**src/rtl/stor_reg_frontend.sv**
```systemverilog
module stor_reg_frontend (
  input  logic        clk,
  input  logic        rst_n,
  input  logic        bus_valid,
  input  logic        bus_write,
  input  logic [11:0] bus_addr,
  input  logic [1:0]  bus_size,
  input  logic [31:0] bus_wdata,
  output logic [31:0] bus_rdata,
  output logic        dp_rd,
  output logic        dp_wr,
  output logic        dp_wide,
  output logic [31:0] dp_wdata,
  input  logic [31:0] dp_rdata,
  output logic        tf_rd,
  output logic        tf_wr,
  output logic [2:0]  tf_sel,
  output logic [7:0]  tf_wdata,
  input  logic [7:0]  tf_rdata,
  output logic        stat_rd,
  input  logic [7:0]  alt_stat,
  output logic        ctl_wr,
  input  logic        dma_irq_in,
  input  logic        disk_irq_in,
  output logic        dma_irq_out,
  output logic        disk_irq_out
);

  localparam logic [7:0] IX_DATA = 8'h00;
  localparam logic [7:0] IX_STA0 = 8'h08;
  localparam logic [7:0] IX_STA1 = 8'h16;
  localparam logic [7:0] IX_TIME = 8'h20;
  localparam logic [7:0] IX_IRQS = 8'h30;

  logic [7:0] idx;
  logic       sz1, sz2, sz4, rd, wr;
  logic       hit_tf, hit_st, tim_we, irq_we;
  logic [31:0] timing_q;
  logic        st_dma, st_disk, dma_q;

  assign idx = bus_addr[11:4];
  assign sz1 = bus_size == 2'd0;
  assign sz2 = bus_size == 2'd1;
  assign sz4 = bus_size == 2'd2;
  assign rd  = bus_valid & ~bus_write;
  assign wr  = bus_valid & bus_write;

  assign hit_tf = (idx >= 8'd1) && (idx <= 8'd7);
  assign hit_st = (idx == IX_STA0) || (idx == IX_STA1);

  assign dp_rd    = rd & (idx == IX_DATA) & (sz1 | sz2 | sz4);
  assign dp_wr    = wr & (idx == IX_DATA) & (sz2 | sz4);
  assign dp_wide  = sz4;
  assign dp_wdata = bus_wdata;

  assign tf_rd    = rd & hit_tf & sz1;
  assign tf_wr    = wr & hit_tf & sz1;
  assign tf_sel   = idx[2:0];
  assign tf_wdata = bus_wdata[7:0];

  assign stat_rd  = rd & hit_st & sz1;
  assign ctl_wr   = wr & hit_st & sz1;

  assign tim_we   = wr & (idx == IX_TIME) & sz4;
  assign irq_we   = wr & (idx == IX_IRQS) & sz4;

  assign dma_irq_out  = dma_irq_in;
  assign disk_irq_out = disk_irq_in;

  always_comb begin
    bus_rdata = 32'hFFFF_FFFF;
    if (dp_rd)
      bus_rdata = sz4 ? dp_rdata : sz2 ? {16'h0, dp_rdata[15:0]} : {24'h0, dp_rdata[7:0]};
    else if (tf_rd)
      bus_rdata = {24'h0, tf_rdata};
    else if (stat_rd)
      bus_rdata = {24'h0, alt_stat};
    else if (rd && sz4 && idx == IX_TIME)
      bus_rdata = timing_q;
    else if (rd && sz4 && idx == IX_IRQS)
      bus_rdata = {st_dma, st_disk, 30'h0};
  end

  always_ff @(posedge clk) begin
    if (!rst_n) begin
      timing_q <= '0;
      st_dma   <= 1'b0;
      st_disk  <= 1'b0;
      dma_q    <= 1'b0;
    end else begin
      dma_q   <= dma_irq_in;
      st_disk <= disk_irq_in;
      if (tim_we) timing_q <= bus_wdata;
      if (dma_irq_in && !dma_q)      st_dma <= 1'b1;
      else if (!dma_irq_in && dma_q) st_dma <= 1'b0;
      else if (irq_we && bus_wdata[31]) st_dma <= 1'b0;
    end
  end

  a_r1_one_strobe: assert property (@(posedge clk) disable iff (!rst_n)
    $onehot0({dp_rd, dp_wr, tf_rd, tf_wr, stat_rd, ctl_wr, tim_we, irq_we}));

  a_r3_byte_only: assert property (@(posedge clk) disable iff (!rst_n)
    (tf_rd || tf_wr || stat_rd || ctl_wr) |-> bus_size == 2'd0);

  a_r5_timing_load: assert property (@(posedge clk) disable iff (!rst_n)
    tim_we |=> timing_q == $past(bus_wdata));

  a_r7_rise_sets: assert property (@(posedge clk) disable iff (!rst_n)
    (dma_irq_in && !dma_q) |=> st_dma);

  a_r7_clear_wins: assert property (@(posedge clk) disable iff (!rst_n)
    (irq_we && bus_wdata[31] && dma_irq_in == dma_q) |=> !st_dma);

  a_r8_disk_copy: assert property (@(posedge clk) disable iff (!rst_n)
    bus_valid |=> st_disk == $past(disk_irq_in));

endmodule

```
**config.mk**
```make
export PLATFORM = sky130hd
export DESIGN_NAME = stor_reg_frontend
export DESIGN_NICKNAME = d
export VERILOG_FILES = /design/src/rtl/stor_reg_frontend.sv
export SDC_FILE = /design/constraint.sdc
export NUM_CORES = 1
export LEC_CHECK = 0
export BUFFER_PORTS_ARGS = -buffer_cell sky130_fd_sc_hd__clkbuf_2
export CAP_MARGIN = 10
export CELL_PAD_IN_SITES_DETAIL_PLACEMENT = 1
export CELL_PAD_IN_SITES_GLOBAL_PLACEMENT = 2
export CORE_MARGIN = 4
export CORE_UTILIZATION = 24
export DETAILED_ROUTE_END_ITERATION = 12
export HOLD_SLACK_MARGIN = 0.03
export PLACE_DENSITY = 0.91
export SYNTH_ARGS = -nofsm -noshare
export SYNTH_HDL_FRONTEND = slang
export SYNTH_SLANG_ARGS = --single-unit
```
**constraint.sdc**
```tcl
create_clock -name clk -period 4.3 [get_ports clk]
set_input_delay 0.86 -clock clk [delete_from_list [all_inputs] [get_ports clk]]
set_output_delay 0.86 -clock clk [all_outputs]
set_load 0.02 [all_outputs]
```
# After elaboration in Yosys (flattened, before gate mapping)
# Cells that the tools add are included.
# op_classes
n_mux	10
n_eq_ne	6
bitwise	22
n_lt_le_gt_ge	2
reduce_logical	13
# ops
op	n
$mux W32	6
$and A1 B1 Y1	18
$eq A8 B6 Y1 const B	2
$mux W16	1
$eq A8 B4 Y1 const B	1
$eq A8 B5 Y1 const B	1
$ge A8 B1 Y1 const B	1
$le A8 B3 Y1 const B	1
$logic_not A8 Y1	1
$logic_and A1 B1 Y1	7
$mux W1	3
$or A1 B1 Y1	3
$reduce_bool A3 Y1	1
$eq A2 B1 Y1 const B	1
$eq A2 B2 Y1 const B	1
$logic_not A1 Y1	2
$logic_not A2 Y1	1
$logic_or A1 B1 Y1	1
$not A1 Y1	1
# totals
out_inout_bits	84
elab_cells	57
input_bits	100
register_bits	35

# Logic depth before layout (Yosys ltp)
# logic_depth
word_depth	9
depth_mapped	7
depth_no_buf	6

# Worst setup path before layout
# No wires, ideal clock.
# synth_timing
kind	input-to-output
from	input port bus_size[0]
to	output port bus_rdata[0]
path_slack_ns	1.002
required_time_ns	3.440
cell_stages	7
t_arrival_ns	2.438
n_path_buf	1
cell_sequence	inv_1 ha_1 nand4b_1 or4_1 clkbuf_1 o22ai_1 o22ai_1
# synth_between
elab_chain_cells	8
elab_cells_between_ends	17
classes_between	eq/ne: 2; mux: 6; bitwise: 5; reduce/logical: 4
# synth_rtl
item	line_no	source
start: declaration	7	input logic [1:0] bus_size,
$eq A2 B2 Y1 (*)	44	assign sz4 = bus_size == 2'd2;
net dp_wide	12	output logic dp_wide,
$logic_and A1 B1 Y1	78, 80	
$logic_and A1 B1 Y1	80	else if (rd && sz4 && idx == IX_IRQS)
$mux W32	80	
$mux W32	78	else if (rd && sz4 && idx == IX_TIME)
$mux W32	76	else if (stat_rd)
$mux W32	74	else if (tf_rd)
$mux W32 (*)	72	if (dp_rd)
end: declaration	9	output logic [31:0] bus_rdata,
# Mark *: on every way through the listed nets, which the timed path passes. The rest lies on a longest branch.

# Worst setup path in the final report
# layout_timing
from	input port bus_size[0]
to	output port bus_rdata[10]
# layout_between
elab_chain_cells	8
elab_cells_between_ends	18
classes_between	eq/ne: 2; mux: 7; bitwise: 5; reduce/logical: 4
# layout_rtl
item	line_no
$eq A2 B2 Y1	44
$logic_and A1 B1 Y1	78, 80
$logic_and A1 B1 Y1	80
$mux W32	80
$mux W32	78
$mux W32	76
$mux W32	74
$mux W32 (*)	72
# Mark *: on every way between the ends. The rest lies on a longest branch, timed or not.

==> metrics <==
Layout Utilization=31.4%; TritonCTS clock tree=done; sequential share of power=40.5%; critical path data arrival time=2.75 ns; maximum number of buffers from clock root to sink=2; pin count of the biggest net entering global routing=36; buffer count from post-CTS setup fixing=0; wire length per cell=15.3 µm; Die Area=13700 µm²; post-CTS clock slew at the launch and capture registers of the worst setup and hold paths=0.05 ns; final hold vios=0; Setup Skew=0.000305 ns; count of final max-slew check failures=0; via count of the first global-routing pass=2915; ratio of cells with drive above 1 in the final layout=42.0%; type of the most critical hold path=reg -> reg; DRC violations left=0; antenna-violating nets left=0; count of yosys warnings during synthesis=0; nature of the critical path endpoint=output port; number of filler cells placed in the layout=1438; met2 wire length=4680 µm; worst skew pair latency=0.27 ns; number of nets in the synthesized netlist=447; Synth cell types=38; number of resized instances in the post-cts repair step=0; critical path class=in -> out; worst-case vdd ir drop=136 µV; number of core rows=39; wire length of the first global-routing pass=14400 µm; Clk network pwr share=40.5%; count of antenna diodes in the layout=0; clock tree root driver cell=sky130_fd_sc_hd__clkbuf_16; Synth-to-Final Area Change=26.6%; Comb power frac=18.9%; post-synthesis instance area=2860 µm²; register area share after synthesis=24.5%; Port Buffers=179; number of register bits inferred by synthesis=35; detail-routed via count per cell=4.63; remaining global-route overflow=0; First-pass DRT Iterations=4; measured slew at the worst slew-check pin=0.673 ns; HPWL after detailed placement=7670 µm; FMAX=277 MHz; top fanout value on the critical path=24; Final Setup Violations=0; number of antenna violations at the first check in global routing=0; Tmin final=3.61 ns; Clock H-tree levels=2; setup repair after global routing missed its margin=no; die boundary height=117 µm; pwr/cell area=223 nW/µm²; top sig layer=met4; metal3 WL=540 µm; Gate Count Post-Synth=342; switching power share of the total=26.1%; via total after detailed routing=2812; ratio of final minimum period to clock period=84.0%; Detailed Route WL=9280 µm; Boundary Pins=184; required time at the endpoint of the critical path=3.44 ns; launching element type of the critical path=input pin; syn avg cell area=8.35 µm²; total negative slack for setup checks=0 ns; die width=117 µm; max-capacitance violation count=0; DR iter-0 viols=108; core area=11500 µm²; Switching Power=0.000211 W; Placer Congestion=0.805; global-route usage over all layers=13.1%; outcome=complete, no violations; initial standard-cell utilization of the core=24.8%; Clock Sink Count=35; count of nets after finishing=570; cell internal pwr=0.000596 W; P_leak=1.63 nW; routed metal-1 wire length=3960 µm; cts-stage hold buffer count=0; number of clock buffers inserted by TritonCTS=5; worst slew margin relative to its limit=55.1%
## registers in the layout, summed over array words and instances (netlist names)
| name | cells |
|---|---|
| dma_q | 1 |
| st_disk | 1 |
| st_dma | 1 |
| timing_q | 32 |
## synthesized netlist by cell type, drive strengths merged
library cell | count | area (µm²)
a21oi | 8 | 40.0
a22o | 24 | 210
a22oi | 8 | 60.1
and2 | 4 | 25.0
and4 | 1 | 8.76
and4b | 1 | 10.0
buf | 54 | 425
clkbuf | 13 | 48.8
dfxtp | 35 | 701
ha | 5 | 62.6
inv | 34 | 128
mux2i | 35 | 350
nand2 | 4 | 15.0
nand2b | 1 | 6.26
nand3 | 3 | 15.0
nand3b | 1 | 7.51
nand4 | 1 | 6.26
nand4b | 1 | 8.76
nor2 | 6 | 22.5
nor2b | 41 | 257
nor3 | 3 | 15.0
nor3b | 1 | 7.51
nor4 | 3 | 63.8
nor4b | 1 | 15.0
o2111a | 1 | 11.3
o211ai | 8 | 60.1
o21ai | 23 | 119
o221a | 1 | 20.0
o22ai | 16 | 100
o41ai | 1 | 8.76
or2 | 1 | 6.26
or3 | 1 | 6.26
or3b | 1 | 8.76
or4 | 1 | 7.51
## critical path, cell delays in order
cell	delay, ns
sky130_fd_sc_hd__clkbuf_2	0.11
sky130_fd_sc_hd__ha_1	0.20
sky130_fd_sc_hd__nor3b_1	0.37
sky130_fd_sc_hd__nand4_1	0.43
sky130_fd_sc_hd__o221a_4	0.36
sky130_fd_sc_hd__a22o_1	0.25
sky130_fd_sc_hd__clkbuf_2	0.16
## kinds of logic after synthesis
family | Yosys count | share of synthesized area [%]
fa+ha+maj | 5 | 2.19
flops | 35 | 24.5
compound gates | 90 | 22.0
mux | 35 | 12.3
simple gates | 76 | 17.9
buf+inv | 101 | 21.1
## through the flow
| step | cells | area (µm²) | total power, W | hold slack (ns) | setup WS, ns |
|---|---|---|---|---|---|
| after floorplan | 342 | 2860 | 0.000432 | 0.474 | 1.00 |
| after global placement | 601 | 3490 | 0.000485 | 0.492 | 0.662 |
| after detailed placement | 601 | 3490 | 0.000489 | 0.503 | 0.647 |
| after CTS | 607 | 3620 | 0.000826 | 0.518 | 0.652 |
| after global routing | 607 | 3620 | 0.000852 | 0.546 | 0.438 |
| final | 607 | 3620 | 0.000807 | 0.507 | 0.689 |
## final timing paths
path	startpoint	end	slack [ns]	cells past startpoint
max reg2reg	dma_q$_SDFF_PN0_	st_dma$_SDFFE_PN0P_	3.20	5
max	bus_size[0]	bus_rdata[10]	0.69	7
min	timing_q[6]$_SDFFE_PN0P_	timing_q[6]$_SDFFE_PN0P_	0.51	2
min reg2reg	timing_q[6]$_SDFFE_PN0P_	timing_q[6]$_SDFFE_PN0P_	0.51	2
## power groups by stage
stage / Clock (W) / Combinational, W / Sequential (W)
after floorplan: 0 / 0.0000985 / 0.000334
after global placement: 0 / 0.000152 / 0.000334
after detailed placement: 0 / 0.000155 / 0.000334
after CTS: 0.000344 / 0.000156 / 0.000327
after global routing: 0.000358 / 0.000168 / 0.000327
final: 0.000327 / 0.000153 / 0.000327
## cell usage in the layout (no fill, tap or decap), types with 3 or more instances in the layout
master,instances
sky130_fd_sc_hd__dfxtp_1,35
sky130_fd_sc_hd__nor3_1,3
sky130_fd_sc_hd__nor2b_1,41
sky130_fd_sc_hd__nand3_1,3
sky130_fd_sc_hd__and2_1,4
sky130_fd_sc_hd__a22o_1,24
sky130_fd_sc_hd__buf_4,4
sky130_fd_sc_hd__ha_1,5
sky130_fd_sc_hd__o211ai_1,8
sky130_fd_sc_hd__nor4_4,3
sky130_fd_sc_hd__nor2_1,6
sky130_fd_sc_hd__clkbuf_16,5
sky130_fd_sc_hd__nand2_1,4
sky130_fd_sc_hd__mux2i_1,35
sky130_fd_sc_hd__clkbuf_2,179
sky130_fd_sc_hd__a22oi_1,8
sky130_fd_sc_hd__o22ai_1,16
sky130_fd_sc_hd__a21oi_1,8
sky130_fd_sc_hd__o21ai_0,22
sky130_fd_sc_hd__inv_1,34
## cell type report
cell class / instances / area, µm² / area share (%)
clock buffers: 6 / 129 / 3.56
inverters: 34 / 128 / 3.53
multi-input cells: 206 / 1550 / 43.0
flip-flops and latches: 35 / 701 / 19.4
well taps: 143 / 179 / 4.95
repair buffers: 183 / 926 / 25.6
## layer usage
layer  track usage [%]  up-vias
met3              2.16        7
met4              2.60        0
li1                  -     1395
met2              24.0      100
met1              16.2     1310
met5                 0        -
Power figures use the tool's default switching activity.
